===== config.mk =====
export PLATFORM = sky130hd
export DESIGN_NAME = rx_type_policy
export DESIGN_NICKNAME = d
export VERILOG_FILES = /design/src/rtl/rx_type_policy_pkg.sv /design/src/rtl/rx_policy_table.sv /design/src/rtl/rx_hdr_capture.sv /design/src/rtl/rx_policy_fsm.sv /design/src/rtl/rx_type_policy.sv
export SDC_FILE = /design/constraint.sdc
export NUM_CORES = 1
export LEC_CHECK = 0
export BUFFER_PORTS_ARGS = -buffer_cell sky130_fd_sc_hd__buf_2
export CORE_ASPECT_RATIO = 0.8
export CORE_MARGIN = 2
export CORE_UTILIZATION = 38
export CTS_CLUSTER_DIAMETER = 60
export DETAILED_ROUTE_END_ITERATION = 7
export GPL_ROUTABILITY_DRIVEN = 0
export PLACE_DENSITY_LB_ADDON = 0.2
export SKIP_CTS_REPAIR_TIMING = 1
export SLEW_MARGIN = 40
export SYNTH_ARGS = -nofsm -noshare
export SYNTH_HDL_FRONTEND = slang
export SYNTH_SLANG_ARGS = --single-unit

===== constraint.sdc =====
create_clock -name clk -period 4.9 [get_ports clk]
set_input_delay 0.245 -clock clk [delete_from_list [all_inputs] [get_ports clk]]
set_output_delay 0.245 -clock clk [all_outputs]
set_load 0.005 [all_outputs]

===== src/rtl/rx_type_policy_pkg.sv =====
`timescale 1ns/1ps
package rx_type_policy_pkg;
  typedef enum logic [1:0] {
    POL_ACCEPT = 2'b00,
    POL_REJECT = 2'b01,
    POL_HOLD   = 2'b10,
    POL_RSVD   = 2'b11
  } pol_e;

  typedef enum logic [1:0] {
    ST_IDLE = 2'd0,
    ST_ACC  = 2'd1,
    ST_REJ  = 2'd2,
    ST_HOLD = 2'd3
  } pst_e;
endpackage


===== src/rtl/rx_policy_table.sv =====
`timescale 1ns/1ps
module rx_policy_table
  import rx_type_policy_pkg::*;
#(
  parameter int NUM_TYPES = 16,
  parameter int TW        = 8
) (
  input  logic          clk,
  input  logic          rst,
  input  logic          cfg_we,
  input  logic [TW-1:0] cfg_type,
  input  logic [1:0]    cfg_code,
  input  logic          cfg_dflt_we,
  input  logic [1:0]    cfg_dflt_code,
  input  logic [TW-1:0] look_type,
  output pol_e          look_code
);
  localparam int           IDX_W = $clog2(NUM_TYPES);
  localparam logic [TW:0]  LIMIT = (TW+1)'(NUM_TYPES);

  pol_e ent_q [NUM_TYPES];
  pol_e dflt_q;
  logic wr_hit, rd_hit;

  assign wr_hit = cfg_we && ({1'b0, cfg_type} < LIMIT);
  assign rd_hit = {1'b0, look_type} < LIMIT;

  for (genvar g = 0; g < NUM_TYPES; g++) begin : g_ent
    always_ff @(posedge clk) begin
      if (rst) begin
        ent_q[g] <= POL_ACCEPT;
      end else if (wr_hit && cfg_type[IDX_W-1:0] == IDX_W'(g)) begin
        ent_q[g] <= pol_e'(cfg_code);
      end
    end
  end

  always_ff @(posedge clk) begin
    if (rst)              dflt_q <= POL_REJECT;
    else if (cfg_dflt_we) dflt_q <= pol_e'(cfg_dflt_code);
  end

  assign look_code = rd_hit ? ent_q[look_type[IDX_W-1:0]] : dflt_q;
endmodule


===== src/rtl/rx_hdr_capture.sv =====
`timescale 1ns/1ps
module rx_hdr_capture #(
  parameter int DW = 32
) (
  input  logic          clk,
  input  logic          rst,
  input  logic          cap_start,
  input  logic          cap_more,
  input  logic [DW-1:0] data,
  output logic [1:0]    words_seen,
  output logic [DW-1:0] hdr0,
  output logic [DW-1:0] hdr1
);
  always_ff @(posedge clk) begin
    if (rst) begin
      words_seen <= 2'd0;
      hdr0       <= '0;
      hdr1       <= '0;
    end else if (cap_start) begin
      words_seen <= 2'd1;
      hdr0       <= data;
    end else if (cap_more && words_seen == 2'd1) begin
      words_seen <= 2'd2;
      hdr1       <= data;
    end
  end
endmodule


===== src/rtl/rx_policy_fsm.sv =====
`timescale 1ns/1ps
module rx_policy_fsm
  import rx_type_policy_pkg::*;
(
  input  logic       clk,
  input  logic       rst,
  input  logic       rx_valid,
  input  logic       rx_sof,
  input  logic       rx_eof,
  input  logic       rx_err,
  input  pol_e       code,
  input  logic       host_accept,
  input  logic       host_reject,
  input  logic [1:0] words_seen,
  output logic       cap_start,
  output logic       cap_more,
  output logic       hold_pending,
  output logic       send_rok,
  output logic       send_rerr
);
  pst_e state_q;
  logic err_q, eofs_q, dec_q, acc_q, pend_q, rok_q, rerr_q;
  logic start, word_in, cmd_take;
  logic err_n, eof_n, dec_n, acc_n, good_n;

  always_comb begin
    start    = (state_q == ST_IDLE) && rx_valid && rx_sof;
    word_in  = rx_valid && ((state_q == ST_ACC) || (state_q == ST_REJ) ||
                            ((state_q == ST_HOLD) && !eofs_q));
    cmd_take = (state_q == ST_HOLD) && pend_q && !dec_q && (host_accept || host_reject);
    err_n    = err_q  | (word_in & rx_err);
    eof_n    = eofs_q | (word_in & rx_eof);
    dec_n    = dec_q  | cmd_take;
    acc_n    = cmd_take ? (host_accept & ~host_reject) : acc_q;
    good_n   = acc_n & ~err_n;
  end

  assign cap_start = start;
  assign cap_more  = word_in;

  always_ff @(posedge clk) begin
    if (rst) begin
      state_q <= ST_IDLE;
      err_q   <= 1'b0;
      eofs_q  <= 1'b0;
      dec_q   <= 1'b0;
      acc_q   <= 1'b0;
      pend_q  <= 1'b0;
      rok_q   <= 1'b0;
      rerr_q  <= 1'b0;
    end else begin
      rok_q  <= 1'b0;
      rerr_q <= 1'b0;
      unique case (state_q)
        ST_IDLE: begin
          if (start) begin
            err_q  <= rx_err;
            eofs_q <= 1'b0;
            dec_q  <= 1'b0;
            acc_q  <= 1'b0;
            unique case (code)
              POL_ACCEPT: begin
                if (rx_eof) begin
                  rok_q  <= ~rx_err;
                  rerr_q <= rx_err;
                end else begin
                  state_q <= ST_ACC;
                end
              end
              POL_HOLD: begin
                state_q <= ST_HOLD;
                if (rx_eof) begin
                  eofs_q <= 1'b1;
                  pend_q <= 1'b1;
                end
              end
              default: begin
                if (rx_eof) rerr_q  <= 1'b1;
                else        state_q <= ST_REJ;
              end
            endcase
          end
        end
        ST_ACC: begin
          if (rx_valid) begin
            err_q <= err_n;
            if (rx_eof) begin
              rok_q   <= ~err_n;
              rerr_q  <= err_n;
              state_q <= ST_IDLE;
            end
          end
        end
        ST_REJ: begin
          if (rx_valid && rx_eof) begin
            rerr_q  <= 1'b1;
            state_q <= ST_IDLE;
          end
        end
        ST_HOLD: begin
          err_q  <= err_n;
          eofs_q <= eof_n;
          dec_q  <= dec_n;
          acc_q  <= acc_n;
          if (word_in && !dec_q && (words_seen == 2'd1 || rx_eof)) pend_q <= 1'b1;
          if (cmd_take) pend_q <= 1'b0;
          if (eof_n && dec_n) begin
            rok_q   <= good_n;
            rerr_q  <= ~good_n;
            state_q <= ST_IDLE;
          end
        end
        default: state_q <= ST_IDLE;
      endcase
    end
  end

  assign hold_pending = pend_q;
  assign send_rok     = rok_q;
  assign send_rerr    = rerr_q;

  // acknowledge outputs are mutually exclusive
  p_resp_excl_r3: assert property (@(posedge clk) disable iff (rst)
    !(send_rok && send_rerr));
  // outside hold mode a pulse only follows an end-of-frame word
  p_resp_after_eof_r3: assert property (@(posedge clk) disable iff (rst)
    ((send_rok || send_rerr) && $past(state_q) != ST_HOLD) |-> $past(rx_valid && rx_eof));
  // a rejecting frame never produces a good pulse
  p_rej_no_ok_r4: assert property (@(posedge clk) disable iff (rst)
    (state_q == ST_REJ) |=> !send_rok);
  // hold flag only while a held frame is in progress
  p_pend_only_hold_r6: assert property (@(posedge clk) disable iff (rst)
    pend_q |-> (state_q == ST_HOLD));
  // no acknowledge for a held frame before a command is taken
  p_hold_waits_r7: assert property (@(posedge clk) disable iff (rst)
    (state_q == ST_HOLD && !dec_q && !cmd_take) |=> !(send_rok || send_rerr));
  // an error in a held frame blocks a good pulse
  p_err_forces_r8: assert property (@(posedge clk) disable iff (rst)
    (state_q == ST_HOLD && err_q) |=> !send_rok);
  // hold flag falls only on a host command
  p_pend_fall_r9: assert property (@(posedge clk) disable iff (rst)
    $fell(pend_q) |-> $past(host_accept || host_reject));
endmodule


===== src/rtl/rx_type_policy.sv =====
`timescale 1ns/1ps
module rx_type_policy
  import rx_type_policy_pkg::*;
#(
  parameter int NUM_TYPES = 16,
  parameter int DW        = 32,
  parameter int TW        = 8
) (
  input  logic          clk,
  input  logic          rst,
  input  logic          cfg_we,
  input  logic [TW-1:0] cfg_type,
  input  logic [1:0]    cfg_code,
  input  logic          cfg_dflt_we,
  input  logic [1:0]    cfg_dflt_code,
  input  logic          rx_valid,
  input  logic          rx_sof,
  input  logic          rx_eof,
  input  logic          rx_err,
  input  logic [DW-1:0] rx_data,
  input  logic          host_accept,
  input  logic          host_reject,
  output logic          hold_pending,
  output logic [DW-1:0] hdr_dw0,
  output logic [DW-1:0] hdr_dw1,
  output logic          send_rok,
  output logic          send_rerr
);
  pol_e       code;
  logic       cap_start, cap_more;
  logic [1:0] words_seen;

  rx_policy_table #(.NUM_TYPES(NUM_TYPES), .TW(TW)) u_table (
    .clk(clk), .rst(rst),
    .cfg_we(cfg_we), .cfg_type(cfg_type), .cfg_code(cfg_code),
    .cfg_dflt_we(cfg_dflt_we), .cfg_dflt_code(cfg_dflt_code),
    .look_type(rx_data[TW-1:0]), .look_code(code)
  );

  rx_hdr_capture #(.DW(DW)) u_cap (
    .clk(clk), .rst(rst),
    .cap_start(cap_start), .cap_more(cap_more), .data(rx_data),
    .words_seen(words_seen), .hdr0(hdr_dw0), .hdr1(hdr_dw1)
  );

  rx_policy_fsm u_fsm (
    .clk(clk), .rst(rst),
    .rx_valid(rx_valid), .rx_sof(rx_sof), .rx_eof(rx_eof), .rx_err(rx_err),
    .code(code), .host_accept(host_accept), .host_reject(host_reject),
    .words_seen(words_seen), .cap_start(cap_start), .cap_more(cap_more),
    .hold_pending(hold_pending), .send_rok(send_rok), .send_rerr(send_rerr)
  );
endmodule


* After elaboration in Yosys (flattened, before gate mapping)
Memories as Yosys holds them, arrays and structs flattened.
Cells that the tools add are included.
** Storage, ports and cells
- Output and inout port bits :: 67
- Register bits after elaboration :: 77
- Bits in writable memories :: 32
- Memories kept :: 1
- Word-level logic and storage cells :: 231
** Memories
- u_table.ent_q :: depth 16, width 2, read ports 1, clocked after Yosys merged registers in 0, wr ports 16, RTL line rx_policy_table.sv:21 : pol_e ent_q [NUM_TYPES];
** Operators by class
- Reductions and logical operators :: 47
- Bitwise operators :: 28
- Eq/ne operators :: 30
- Multiplexer cells :: 110
- $lt $le $gt $ge :: 2
** Operators by type and width (number)
- $mux 1 :: 76
- $mux 2 :: 24
- $eq 4x4->1 const B :: 8
- $logic_and 1x1->1 :: 29
- $or 1x1->1 :: 19
- $eq 4x3->1 const B :: 4
- $lt 8x5->1 const B :: 2
- $ne 2x2->1 const B :: 7
- $pmux 1 s2 :: 5
- $eq 4x2->1 const B :: 2
- $pmux 2 s4 :: 1
- $reduce_and 7->1 :: 1
- $eq 2x2->1 const B :: 3
- $ne 3x3->1 const B :: 2
- $pmux 1 s3 :: 2
- $not 1->1 :: 5
- $reduce_and 5->1 :: 1
- $and 1x1->1 :: 4
- $eq 2x1->1 const B :: 2
- $eq 4x1->1 const B :: 1
- $logic_not 2->1 :: 2
- $logic_not 4->1 :: 1
- $logic_or 1x1->1 :: 4
- $pmux 1 s4 :: 1
- other kinds (8) :: 11

* Logic depth before layout (Yosys ltp)
- Depth after elaboration :: 11
- Gate-level depth with buffers :: 10
- Depth with buffers taken out :: 8

* Hierarchy
From an unflattened synthesis, not the netlist that was laid out.
** Second synthesis, totals
- Cells, all modules :: 499
- Area total of the unflattened synthesis :: 5056.1 um2
** Modules (own cells, without submodules)
- rx_hdr_capture :: area an instance 2667.6 um2, instances 1, sequential area each 1321.3 um2, cells each 250
- rx_policy_table :: area an instance 1724.2 um2, instances 1, sequential area each 1001.0 um2, cells each 160
- rx_policy_fsm :: area an instance 664.4 um2, instances 1, sequential area each 180.2 um2, cells each 89

* Worst setup path before layout
Ideal clock, no wire load.
- Kind :: register to register
- Start :: reg u_fsm.state_q[0]
- End :: reg u_fsm.state_q[0]
- Setup time :: 0.073 ns
- Setup slack :: 2.924 ns
- Buffers on the path :: 1
- Arrival :: 1.903 ns
- Clock period less this slack :: 1.976 ns
- Stages on the path, launching flop included :: 9
- Cells stage by stage :: dfxtp_1 > inv_1 > ha_1 > buf_2 > nand3_1 > a221o_1 > or3b_1 > a211o_1 > o211ai_2
** On the way
- Word-level cells in the longest chain between the ends :: 9
- Elaborated cells between the ends (all ways) :: 26
- Classes of those cells :: eq/ne (10); mux (1); bitwise (3); reduce/logical (12)
** Ends and longest elaborated chain
- from (decl) :: RTL line rx_policy_fsm.sv:21 : pst_e state_q;
- from (signal assigned) :: RTL line rx_policy_fsm.sv:43 : state_q <= ST_IDLE;
- from (signal assigned) :: RTL line rx_policy_fsm.sv:67 : state_q <= ST_ACC;
- from (signal assigned) :: RTL line rx_policy_fsm.sv:71 : state_q <= ST_HOLD;
- $eq 2x1->1, or another cell as far along :: RTL line rx_policy_fsm.sv:28, rx_policy_fsm.sv:54
- $logic_or 1x1->1 or $logic_and 1x1->1 (tied branches) :: RTL line rx_policy_fsm.sv:28, rx_policy_fsm.sv:29
- $logic_or 1x1->1 :: RTL line rx_policy_fsm.sv:28 : word_in = rx_valid && ((state_q == ST_ACC) || (state_q == ST_REJ) ||
- $logic_and 1x1->1 :: RTL line rx_policy_fsm.sv:28
- $and 1x1->1 :: RTL line rx_policy_fsm.sv:32 : eof_n = eofs_q | (word_in & rx_eof);
- $or 1x1->1 :: RTL line rx_policy_fsm.sv:32
- $logic_and 1x1->1 :: RTL line rx_policy_fsm.sv:107 : if (eof_n && dec_n) begin
- $ne 2x2->1 (no line)
- $reduce_and 7->1 (no line)
Several ways; a longest one is shown, not always the timed one.
A chain may end at the register's enable or synchronous reset.

* Worst setup path in the final report
Same ends and word-level chain as after synthesis.

==> flow_metrics.py <==
metrics = {
    "timing": {
        "worst_hold_slack_ns": 0.1311,
        "fin_skew_ns": 0.008558,
        "tightest_slew_ns": 0.6284,
        "rsz0062_at_grt": "no",
        "slew_viol_final": 0,
        "setup_ws_ns": 2.281,
        "fmax_ghz": 0.3818,
        "finalHoldViolCount": 0,
        "relSlewSlack_pct": 57.72,
        "min_period_ns": 2.619,
        "fin_setup_tns_ns": 0,
        "period_share_pct": 53.46,
        "setup_violations": 0,
    },
    "setup_path": {
        "endpoint_kind": "flip-flop",
        "critPathSlowestCell": "a221o_1",
        "path_max_fanout": 14,
        "path_buf_inv": 1,
        "critPathArrivalTime_ns": 2.90,
        "ff2ff_path_depth": 7,
        "required_ns": 5.18,
        "r2r_slack_ns": 2.28,
        "slowest_delay_ns": 0.54,
        "start_kind": "flip-flop",
        "cp.depth": 7,
        "worstSetupPathType": "reg -> reg",
        "critPathTopFamily": "compound AO/OA/AOI/OAI gates",
        "crit_chain": "inv_1, ha_1, nand3_1, a221o_1, or3b_1, a211o_1, o211ai_2",
    },
    "placement": {
        "hpwlAfterDp_um": 8757,
        "dp_slack_ns": 2.294,
        "io_buffers": 120,
    },
    "layout": {
        "utilization_pct": 47.05,
        "fillers": 1172,
        "final_layout_size_suffix_gt1_share_pct": 23.91,
        "syn_to_final_growth_pct": 21.01,
        "antenna_cells": 0,
        "nets": 697,
    },
    "drt": {
        "avgViaCountPerCell": 5.239,
        "antenna_left": 0,
        "drt_iter0_drc": 257,
        "wl_per_cell_um": 15.56,
        "vias": 4170,
        "drc_errors": 0,
        "wirelength_um": 12380,
        "drt-pass1-iter-count": 5,
    },
    "power_and_ir_drop": {
        "p_sw_uw": 626.6,
        "clkPwrFrac_pct": 35.1,
        "power.share.combinational_pct": 18.0,
        "p_leak_uw": 0.002271,
        "max-vdd-ir-drop_uv": 197.4,
        "sequentialPowerShare_pct": 47.0,
        "power.total_uw": 2176,
        "power_per_cell_area_nw_per_um2": 381.7,
        "switching_share_pct": 28.79,
        "internal-power_uw": 1549,
    },
    "synth": {
        "yosysMostFrequentCell": "nand2_1",
        "synth_common_cells": "nand2_1, dfxtp_1, a21oi_1",
        "avgSynthCellArea_um2": 8.691,
        "async_flop_share_pct": 0,
        "synth-edff-count": 32,
        "yosys_warnings": 0,
        "synth_area_leader_cell": "dfxtp_1",
        "synth_seq_cells": 109,
        "synthFlopType": "dfxtp_1",
        "synthesis.nets": 600,
        "synthCells": 542,
        "ys_types": 57,
        "synth_area_leaders": "dfxtp_1, edfxtp_1, nand2_1",
        "synth_top_area_share_pct": 32.72,
        "ys_seq_area_share_pct": 53.12,
        "synthesis.area_um2": 4711,
    },
    "clock_tree": {
        "numCtsBuffers": 9,
        "path_clk_slew_ns": 0.08,
        "clk_root_buffer_cell": "clkbuf_16",
        "cts_buffer_depth": 2,
        "cts-htree-levels": 3,
        "clk_latency_ns": 0.35,
        "clock_sinks": 109,
        "cts_tree": "built",
    },
    "global_routing": {
        "grt_overflow": 0,
        "grt_pass1_wl_um": 19620,
        "grt_pass1_vias": 3817,
        "grt_antenna_before_repair": 0,
        "grt_max_degree": 80,
        "grt.total_usage_pct": 18.51,
    },
    "die": {
        "io_pins": 121,
        "die_area_um2": 13310,
        "start_util_pct": 38.88,
        "rows": 36,
        "die_y_um": 103.6,
        "die_x_um": 128.5,
        "coreArea_um2": 12120,
    },
    "hold_path": {
        "worstHoldPathType": "in -> reg",
        "holdPathStages": 3,
    },
    "flow_run": {
        "maxCapViolations": 0,
    },
    "status": {
        "status": "finished, final reports clean",
    },
}
final cells by class:
class	instances	area (µm²)	area share (%)
inverters	8	30.03	0.5268
repair buffers	124	634.4	11.13
flip-flops and latches	109	2502	43.90
clock inverters	7	93.84	1.646
multi-input cells	387	2024	35.51
well taps	152	190.2	3.336
clock buffers	9	225.2	3.951
per-layer routing:
metal	up-vias	GRT usage (%)	wire, µm	share of wire, %
li1	2050	-	-	-
met2	124	29.22	5654	46
met3	6	4.081	728	5.9
met1	1990	25.68	5917	48
met4	0	4.867	81	0.65
met5	-	0	0	0
power by group through the flow:
stage | clock network [µW] | registers (µW) | logic (µW)
6_report | 763 | 1020 | 391
3_5_place_dp | 0 | 1040 | 387
4_1_cts | 782 | 1020 | 393
5_1_grt | 815 | 1030 | 435
2_1_floorplan | 0 | 1040 | 251
3_3_place_gp | 0 | 1040 | 379
worst register-to-register path, cell delays in order, from the launching register on:
cell,delay [ns]
dfxtp_1,0.36
inv_1,0.11
ha_1,0.32
nand3_1,0.46
a221o_1,0.54
or3b_1,0.41
a211o_1,0.30
o211ai_2,0.06
cell usage in the layout, fill, tap and decap left out, types with 3 or more instances in the layout:
cell,netlist,routed
o21ai_0,18,18
buf_4,1,3
nor2_1,52,52
dfxtp_1,77,77
edfxtp_1,32,32
mux4_2,3,3
nor2b_1,8,8
ha_1,4,4
o22ai_1,3,3
a22oi_1,3,3
clkbuf_16,0,9
inv_1,8,8
o31ai_1,4,4
nand2_1,144,144
nor3_1,3,3
mux2i_1,9,9
a21oi_1,74,74
nand2b_1,5,5
nand3_1,10,10
buf_2,7,120
worst paths after layout:
| path | start | end |
|---|---|---|
| hold reg to reg | u_cap.hdr0[22] | u_cap.hdr0[22] |
| setup reg to reg | u_fsm.state_q[0] | u_fsm.state_q[0] |
| setup / recovery | u_fsm.state_q[0] | u_fsm.state_q[0] |
| hold / removal | cfg_dflt_code[1] | u_table.dflt_q[1] |
flip-flops by register name (all words and copies together), names as in the netlist, 2 cells and up:
signal and count:
u_cap.hdr0 32, u_cap.hdr1 32, u_cap.words_seen 2, u_fsm.state_q 2
u_table.dflt_q 2, u_table.ent_q 32
kinds of logic after synthesis:
| group | count (synthesis) | synth area share, % |
|---|---|---|
| buf+inv | 46 | 3.931 |
| flops | 109 | 53.12 |
| mux | 15 | 4.064 |
| simple gates | 241 | 21.67 |
| fa+ha+maj | 4 | 1.062 |
| compound gates | 127 | 16.15 |
stage by stage:
| step | cells | area [µm²] |
|---|---|---|
| 2_1_floorplan | 542 | 4711 |
| 3_3_place_gp | 780 | 5376 |
| 3_5_place_dp | 780 | 5378 |
| 4_1_cts | 796 | 5697 |
| 5_1_grt | 796 | 5700 |
| 6_report | 796 | 5700 |
No activity file was read; power rests on OpenSTA's default activity.
